==> config.mk <==
export PLATFORM = sky130hd
export DESIGN_NAME = flash_done_poller
export DESIGN_NICKNAME = d
export VERILOG_FILES = /design/src/rtl/flash_poll_pkg.sv /design/src/rtl/flash_poll_datapath.sv /design/src/rtl/flash_poll_ctrl.sv /design/src/rtl/flash_done_poller.sv
export SDC_FILE = /design/constraint.sdc
export NUM_CORES = 1
export LEC_CHECK = 0
export BUFFER_PORTS_ARGS = -buffer_cell sky130_fd_sc_hd__buf_2
export CAP_MARGIN = 20
export CORE_AREA = 2 2 75 77
export CTS_BUF_LIST = sky130_fd_sc_hd__clkbuf_16
export CTS_CLUSTER_SIZE = 30
export DETAILED_ROUTE_END_ITERATION = 8
export DIE_AREA = 0 0 77 79
export PLACE_DENSITY = 0.82
export SLEW_MARGIN = 20
export SYNTH_ARGS = -nofsm -noshare
export SYNTH_HDL_FRONTEND = slang
export SYNTH_HIERARCHICAL = 1
export SYNTH_SLANG_ARGS = --single-unit
==> constraint.sdc <==
create_clock -name clk -period 4.6 [get_ports clk]
set_input_delay 1.38 -clock clk [delete_from_list [all_inputs] [get_ports clk]]
set_output_delay 1.38 -clock clk [all_outputs]
set_load 0.05 [all_outputs]
==> src/rtl/flash_poll_pkg.sv <==
package flash_poll_pkg;

  typedef enum logic [2:0] {
    ST_IDLE,
    ST_ARM,
    ST_ISSUE,
    ST_WAIT_STAT,
    ST_SETTLE,
    ST_FINAL_ISSUE,
    ST_WAIT_FINAL
  } pollState_t;

  typedef struct packed {
    logic loadCmd;
    logic sampleStatus;
    logic settleRun;
    logic captureFinal;
  } pollStrobes_t;

endpackage

==> src/rtl/flash_poll_datapath.sv <==
module flash_poll_datapath
  import flash_poll_pkg::*;
#(
  parameter int DATA_W     = 16,
  parameter int ADDR_W     = 20,
  parameter int MAX_POLLS  = 1024,
  parameter int SETTLE_CYC = 250,
  parameter int USE_TOGGLE = 0
) (
  input  logic              clk,
  input  logic              rstN,
  input  pollStrobes_t      strobes,
  input  logic              startErase,
  input  logic [ADDR_W-1:0] startAddr,
  input  logic [DATA_W-1:0] startData,
  input  logic [DATA_W-1:0] rdData,
  output logic              statusHit,
  output logic              pollLast,
  output logic              settleDone,
  output logic [ADDR_W-1:0] rdAddr,
  output logic [DATA_W-1:0] resultData
);

  localparam int POLL_W = $clog2(MAX_POLLS + 1);
  localparam int SET_W  = $clog2(SETTLE_CYC + 1);
  localparam int BIT_DP = 7;
  localparam int BIT_TG = 6;

  logic              eraseQ;
  logic              expBit7;
  logic [ADDR_W-1:0] addrQ;
  logic              firstRead;
  logic              lastBit6;
  logic [POLL_W-1:0] pollCnt;
  logic [SET_W-1:0]  settleCnt;
  logic [DATA_W-1:0] resultQ;
  logic              dataPollHit;
  logic              toggleHit;

  always_ff @(posedge clk) begin
    if (!rstN) begin
      eraseQ    <= 1'b0;
      expBit7   <= 1'b0;
      addrQ     <= '0;
      firstRead <= 1'b1;
      lastBit6  <= 1'b0;
      pollCnt   <= '0;
      settleCnt <= '0;
      resultQ   <= '0;
    end else begin
      if (strobes.loadCmd) begin
        eraseQ    <= startErase;
        expBit7   <= startData[BIT_DP];
        addrQ     <= startAddr;
        firstRead <= 1'b1;
        pollCnt   <= '0;
        settleCnt <= '0;
      end
      if (strobes.sampleStatus) begin
        firstRead <= 1'b0;
        lastBit6  <= rdData[BIT_TG];
        pollCnt   <= pollCnt + 1'b1;
        settleCnt <= '0;
      end
      if (strobes.settleRun) begin
        settleCnt <= settleCnt + 1'b1;
      end
      if (strobes.captureFinal) begin
        resultQ <= rdData;
      end
    end
  end

  // Inverted-data rule for program, fixed-one rule for erase.
  assign dataPollHit = eraseQ ? rdData[BIT_DP] : (rdData[BIT_DP] == expBit7);
  // Alternating-bit rule: two equal consecutive samples mean the device is idle.
  assign toggleHit   = !firstRead && (rdData[BIT_TG] == lastBit6);

  generate
    if (USE_TOGGLE != 0) begin : g_toggle
      assign statusHit = toggleHit;
    end else begin : g_datapoll
      assign statusHit = dataPollHit;
    end
  endgenerate

  assign pollLast   = (pollCnt == POLL_W'(MAX_POLLS - 1));
  assign settleDone = (settleCnt == SET_W'(SETTLE_CYC - 1));
  assign rdAddr     = addrQ;
  assign resultData = resultQ;

endmodule

==> src/rtl/flash_poll_ctrl.sv <==
module flash_poll_ctrl
  import flash_poll_pkg::*;
(
  input  logic         clk,
  input  logic         rstN,
  input  logic         startValid,
  input  logic         cmdPulseDone,
  input  logic         rdValid,
  input  logic         statusHit,
  input  logic         pollLast,
  input  logic         settleDone,
  output pollStrobes_t strobes,
  output logic         rdReq,
  output logic         busy,
  output logic         done,
  output logic         timeout
);

  pollState_t state, stateNext;
  logic       doneSet, timeoutSet;
  logic       doneQ, timeoutQ;

  always_comb begin
    stateNext  = state;
    strobes    = '0;
    doneSet    = 1'b0;
    timeoutSet = 1'b0;
    unique case (state)
      ST_IDLE: begin
        if (startValid) begin
          strobes.loadCmd = 1'b1;
          stateNext       = ST_ARM;
        end
      end
      ST_ARM: begin
        if (cmdPulseDone) stateNext = ST_ISSUE;
      end
      ST_ISSUE: stateNext = ST_WAIT_STAT;
      ST_WAIT_STAT: begin
        if (rdValid) begin
          strobes.sampleStatus = 1'b1;
          if (statusHit) begin
            stateNext = ST_SETTLE;
          end else if (pollLast) begin
            timeoutSet = 1'b1;
            stateNext  = ST_IDLE;
          end else begin
            stateNext = ST_ISSUE;
          end
        end
      end
      ST_SETTLE: begin
        strobes.settleRun = 1'b1;
        if (settleDone) stateNext = ST_FINAL_ISSUE;
      end
      ST_FINAL_ISSUE: stateNext = ST_WAIT_FINAL;
      ST_WAIT_FINAL: begin
        if (rdValid) begin
          strobes.captureFinal = 1'b1;
          doneSet              = 1'b1;
          stateNext            = ST_IDLE;
        end
      end
      default: stateNext = ST_IDLE;
    endcase
  end

  always_ff @(posedge clk) begin
    if (!rstN) begin
      state    <= ST_IDLE;
      doneQ    <= 1'b0;
      timeoutQ <= 1'b0;
    end else begin
      state    <= stateNext;
      doneQ    <= doneSet;
      timeoutQ <= timeoutSet;
    end
  end

  assign rdReq   = (state == ST_ISSUE) || (state == ST_FINAL_ISSUE);
  assign busy    = (state != ST_IDLE);
  assign done    = doneQ;
  assign timeout = timeoutQ;

endmodule

==> src/rtl/flash_done_poller.sv <==
module flash_done_poller
  import flash_poll_pkg::*;
#(
  parameter int DATA_W      = 16,
  parameter int ADDR_W      = 20,
  parameter int CLK_FREQ_HZ = 250_000_000,
  parameter int MAX_POLLS   = 1024,
  parameter int USE_TOGGLE  = 0
) (
  input  logic              clk,
  input  logic              rstN,
  input  logic              startValid,
  input  logic              startErase,
  input  logic [ADDR_W-1:0] startAddr,
  input  logic [DATA_W-1:0] startData,
  input  logic              cmdPulseDone,
  output logic              rdReq,
  output logic [ADDR_W-1:0] rdAddr,
  input  logic              rdValid,
  input  logic [DATA_W-1:0] rdData,
  output logic              busy,
  output logic              done,
  output logic              timeout,
  output logic [DATA_W-1:0] resultData
);

  localparam int SETTLE_CYC = (CLK_FREQ_HZ + 999_999) / 1_000_000;

  pollStrobes_t strobes;
  logic         statusHit;
  logic         pollLast;
  logic         settleDone;

  flash_poll_ctrl u_ctrl (
    .clk          (clk),
    .rstN         (rstN),
    .startValid   (startValid),
    .cmdPulseDone (cmdPulseDone),
    .rdValid      (rdValid),
    .statusHit    (statusHit),
    .pollLast     (pollLast),
    .settleDone   (settleDone),
    .strobes      (strobes),
    .rdReq        (rdReq),
    .busy         (busy),
    .done         (done),
    .timeout      (timeout)
  );

  flash_poll_datapath #(
    .DATA_W     (DATA_W),
    .ADDR_W     (ADDR_W),
    .MAX_POLLS  (MAX_POLLS),
    .SETTLE_CYC (SETTLE_CYC),
    .USE_TOGGLE (USE_TOGGLE)
  ) u_dp (
    .clk        (clk),
    .rstN       (rstN),
    .strobes    (strobes),
    .startErase (startErase),
    .startAddr  (startAddr),
    .startData  (startData),
    .rdData     (rdData),
    .statusHit  (statusHit),
    .pollLast   (pollLast),
    .settleDone (settleDone),
    .rdAddr     (rdAddr),
    .resultData (resultData)
  );

endmodule

==> run metrics <==
Setup CP Type reg2out; Gate Count Post-Synth around 280; Post-synth EDFFs 0; leak pwr roughly 1.4 nW; Critical Path Source Type register; reg2reg path depth 6; Die Wd a little under 80 um; Num Clock Sinks between 60 and 70; Vias 2306; P_int 1.00 mW; Final Util between 60% and 70%; Root Buffer clkbuf_16; RSZ-0062 raised after global routing no; share of cells above drive strength 1 around 29%; Post-Synthesis Cell Area around 2600 sq um; initial antenna violation count 0; reg-to-reg slack, setup ~2.3 ns; drc violations 0; die height approximately 80 um; Seq/Total Area, Yosys 47.2%; all-layer global routing usage between 10% and 20%; Slew @ Worst Pin about 1 ns; clock slew at reported path FFs 0.05 ns; final hold viol count 0; ANT cells 0; final std cells w/o fill roughly 440; DR pass1 iterations 4; clock skew around 0.0034 ns; grt met2 use between 30% and 40%; largest net degree at the start of global routing 43; met3 usage under 10%; Critical Path End Type primary output; Layout area overhead 26.3%; met1 Use GR around 23%; crit share post-route 60.4%; global-route wire length before repair roughly 9.3 mm; max-cap violations 0; register share of total power roughly two fifths; end of the critical path rdReq; CTS tree built; I/O pin count 98; port bufs 82; CORE AREA ~5300 sq um; CP Launch Point u_ctrl/state[1]; worst r2r dst u_dp/pollCnt[9]; worst hold path type reg2reg; Logic pwr share 18.4%; #FFs+latches synth 62; clock power share 40.3%; total wire length approximately 5.6 mm; CP Data Required Time about 3.2 ns; H-tree levels 3; Ys Warns 6; most frequent cells in the layout buf_2, dfxtp_1, nor2_1; vias in the first global route 2182; Net Sw Frac between 20% and 30%; commonest non-fill, non-tap cell in the layout buf_2; gpl congestion approximately 0.79; die area roughly 6100 sq um; critical path peak fanout 13; num rows 27; clock period minus worst slack around 2.8 ns; total power ~1.4 mW; Post-synth top flop dfxtp_1; Critical Path AT about 1.4 ns; GRT overflow 0; Post-CTS Setup Inserts 0; 1st-iter DRT viols about 170; Post-Syn Area per Cell slightly above 9 sq um; Starting Density between 40% and 50%; gr busiest metal met2; Max clock buf depth 2; Max Transition Viols Final 0; peak supply drop 0.000257 V; Max Clock Freq about 0.36 GHz; NetSw 412 uW; wire length per cell ~13 um; Layout Nets 423; slew margin rel. around a third; Antenna Nets Post-Route 0; via/cell ratio 5.26; ys async rst share 0%; Inst Count DP approximately 420; # hold bufs at CTS 0; post-synth net total roughly 350; status finished, final reports clean; Num CTS Buffers 9; worst r2r src u_ctrl/state[0]; final setup TNS 0 ns; Distinct cells, synth 50; endpoints failing setup 0; Clock Latency Late Sink roughly 0.32 ns; power per cell area roughly 430 nW/um^2; Post-CTS Resized 0; HPWL Detailed approximately 3.9 mm
-- logic make-up (layout without fill, tap and decap cells) --
logic type               Yosys count  in the layout  synth area share, %
flip-flops                        62             62                 47.2
adder cells (fa/ha/maj)            3              3                 1.43
AND/OR/NAND/NOR                  108            108                 19.1
AO/OA/AOI/OAI                     40             40                 10.7
multiplexers                      42             42                 16.1
XOR/XNOR                           3              3                0.999
buffers and inverters             26            108                 4.57
-- cells in the mapped netlist, types with 2 or more instances --
cell type  number  area [sq um]
dfxtp_1        62          1240
nor2_1         56           210
mux2i_1        40           400
nand2_1        17          63.8
buf_2           9          45.0
inv_1           8          30.0
a21oi_1         7          35.0
o21ai_0         6          30.0
a31oi_1         5          31.3
clkbuf_1        5          18.8
nand3_1         5          25.0
nand4_1         5          31.3
nand2b_1        4          25.0
a311oi_1        3          26.3
and3_1          3          18.8
ha_1            3          37.5
nor3_1          3          15.0
o22ai_1         3          18.8
xor2_1          3          26.3
and2_1          2          12.5
buf_1           2          7.51
mux2_2          2          22.5
nor4_1          2          12.5
or2_1           2          12.5
or3_1           2          12.5
-- flip-flops by register name, summed over array words and instances (netlist names) --
name	count
u_dp/rdAddr	20
u_dp/resultData	16
u_dp/pollCnt	11
u_dp/settleCnt	8
u_ctrl/state	3
u_ctrl/done	1
u_ctrl/timeout	1
u_dp/eraseQ	1
u_dp/expBit7	1
-- how the worst min path moves through the flow --
stage	startpoint	cells after the start	end	slack, ns
floorplan	u_dp/settleCnt[7]	1	u_dp/settleCnt[7]	0.45
CTS	u_dp/settleCnt[7]	1	u_dp/settleCnt[7]	0.48
global placement	u_dp/settleCnt[7]	1	u_dp/settleCnt[7]	0.46
global route	u_dp/settleCnt[7]	1	u_dp/settleCnt[7]	0.50
detailed placement	u_dp/settleCnt[7]	1	u_dp/settleCnt[7]	0.47
finish	u_dp/resultData[15]	2	u_dp/resultData[15]	0.49
-- routing by layer --
layer / routed length (um) / share of wire (%)
met2: 2660 / 47
met3: 388 / 6.9
met1: 2490 / 45
met5: 0 / 0
met4: 58 / 1.0
-- through the flow --
step / instance area (sq um) / worst slack, ns / hold WS [ns]
after floorplan: 2630 / 1.73 / 0.447
after global placement: 3070 / 1.62 / 0.461
after detailed placement: 3070 / 1.61 / 0.473
after CTS: 3320 / 1.81 / 0.479
after global routing: 3320 / 1.69 / 0.502
final: 3320 / 1.82 / 0.487
-- cell type report --
type	count	area, sq um
well taps	72	90.1
clock buffers	9	225
fillers	462	2010
multi-input cells	196	1270
flip-flops and latches	62	1240
clock inverters	6	30.0
repair buffers	85	433
inverters	8	30.0
-- critical path, cell delays in order (launching register included) --
cell      delay [ns]
dfxtp_1         0.54
nand2b_1        0.13
o22ai_1         0.13
buf_2           0.28
-- power groups by stage --
stage                     logic, mW  registers (mW)  clock network (mW)
after floorplan               0.142           0.652                   0
after global placement        0.256           0.594                   0
after detailed placement      0.260           0.595                   0
after CTS                     0.261           0.585               0.583
after global routing          0.281           0.588               0.602
final                         0.260           0.585               0.570
(Power assumes the default switching activity.)
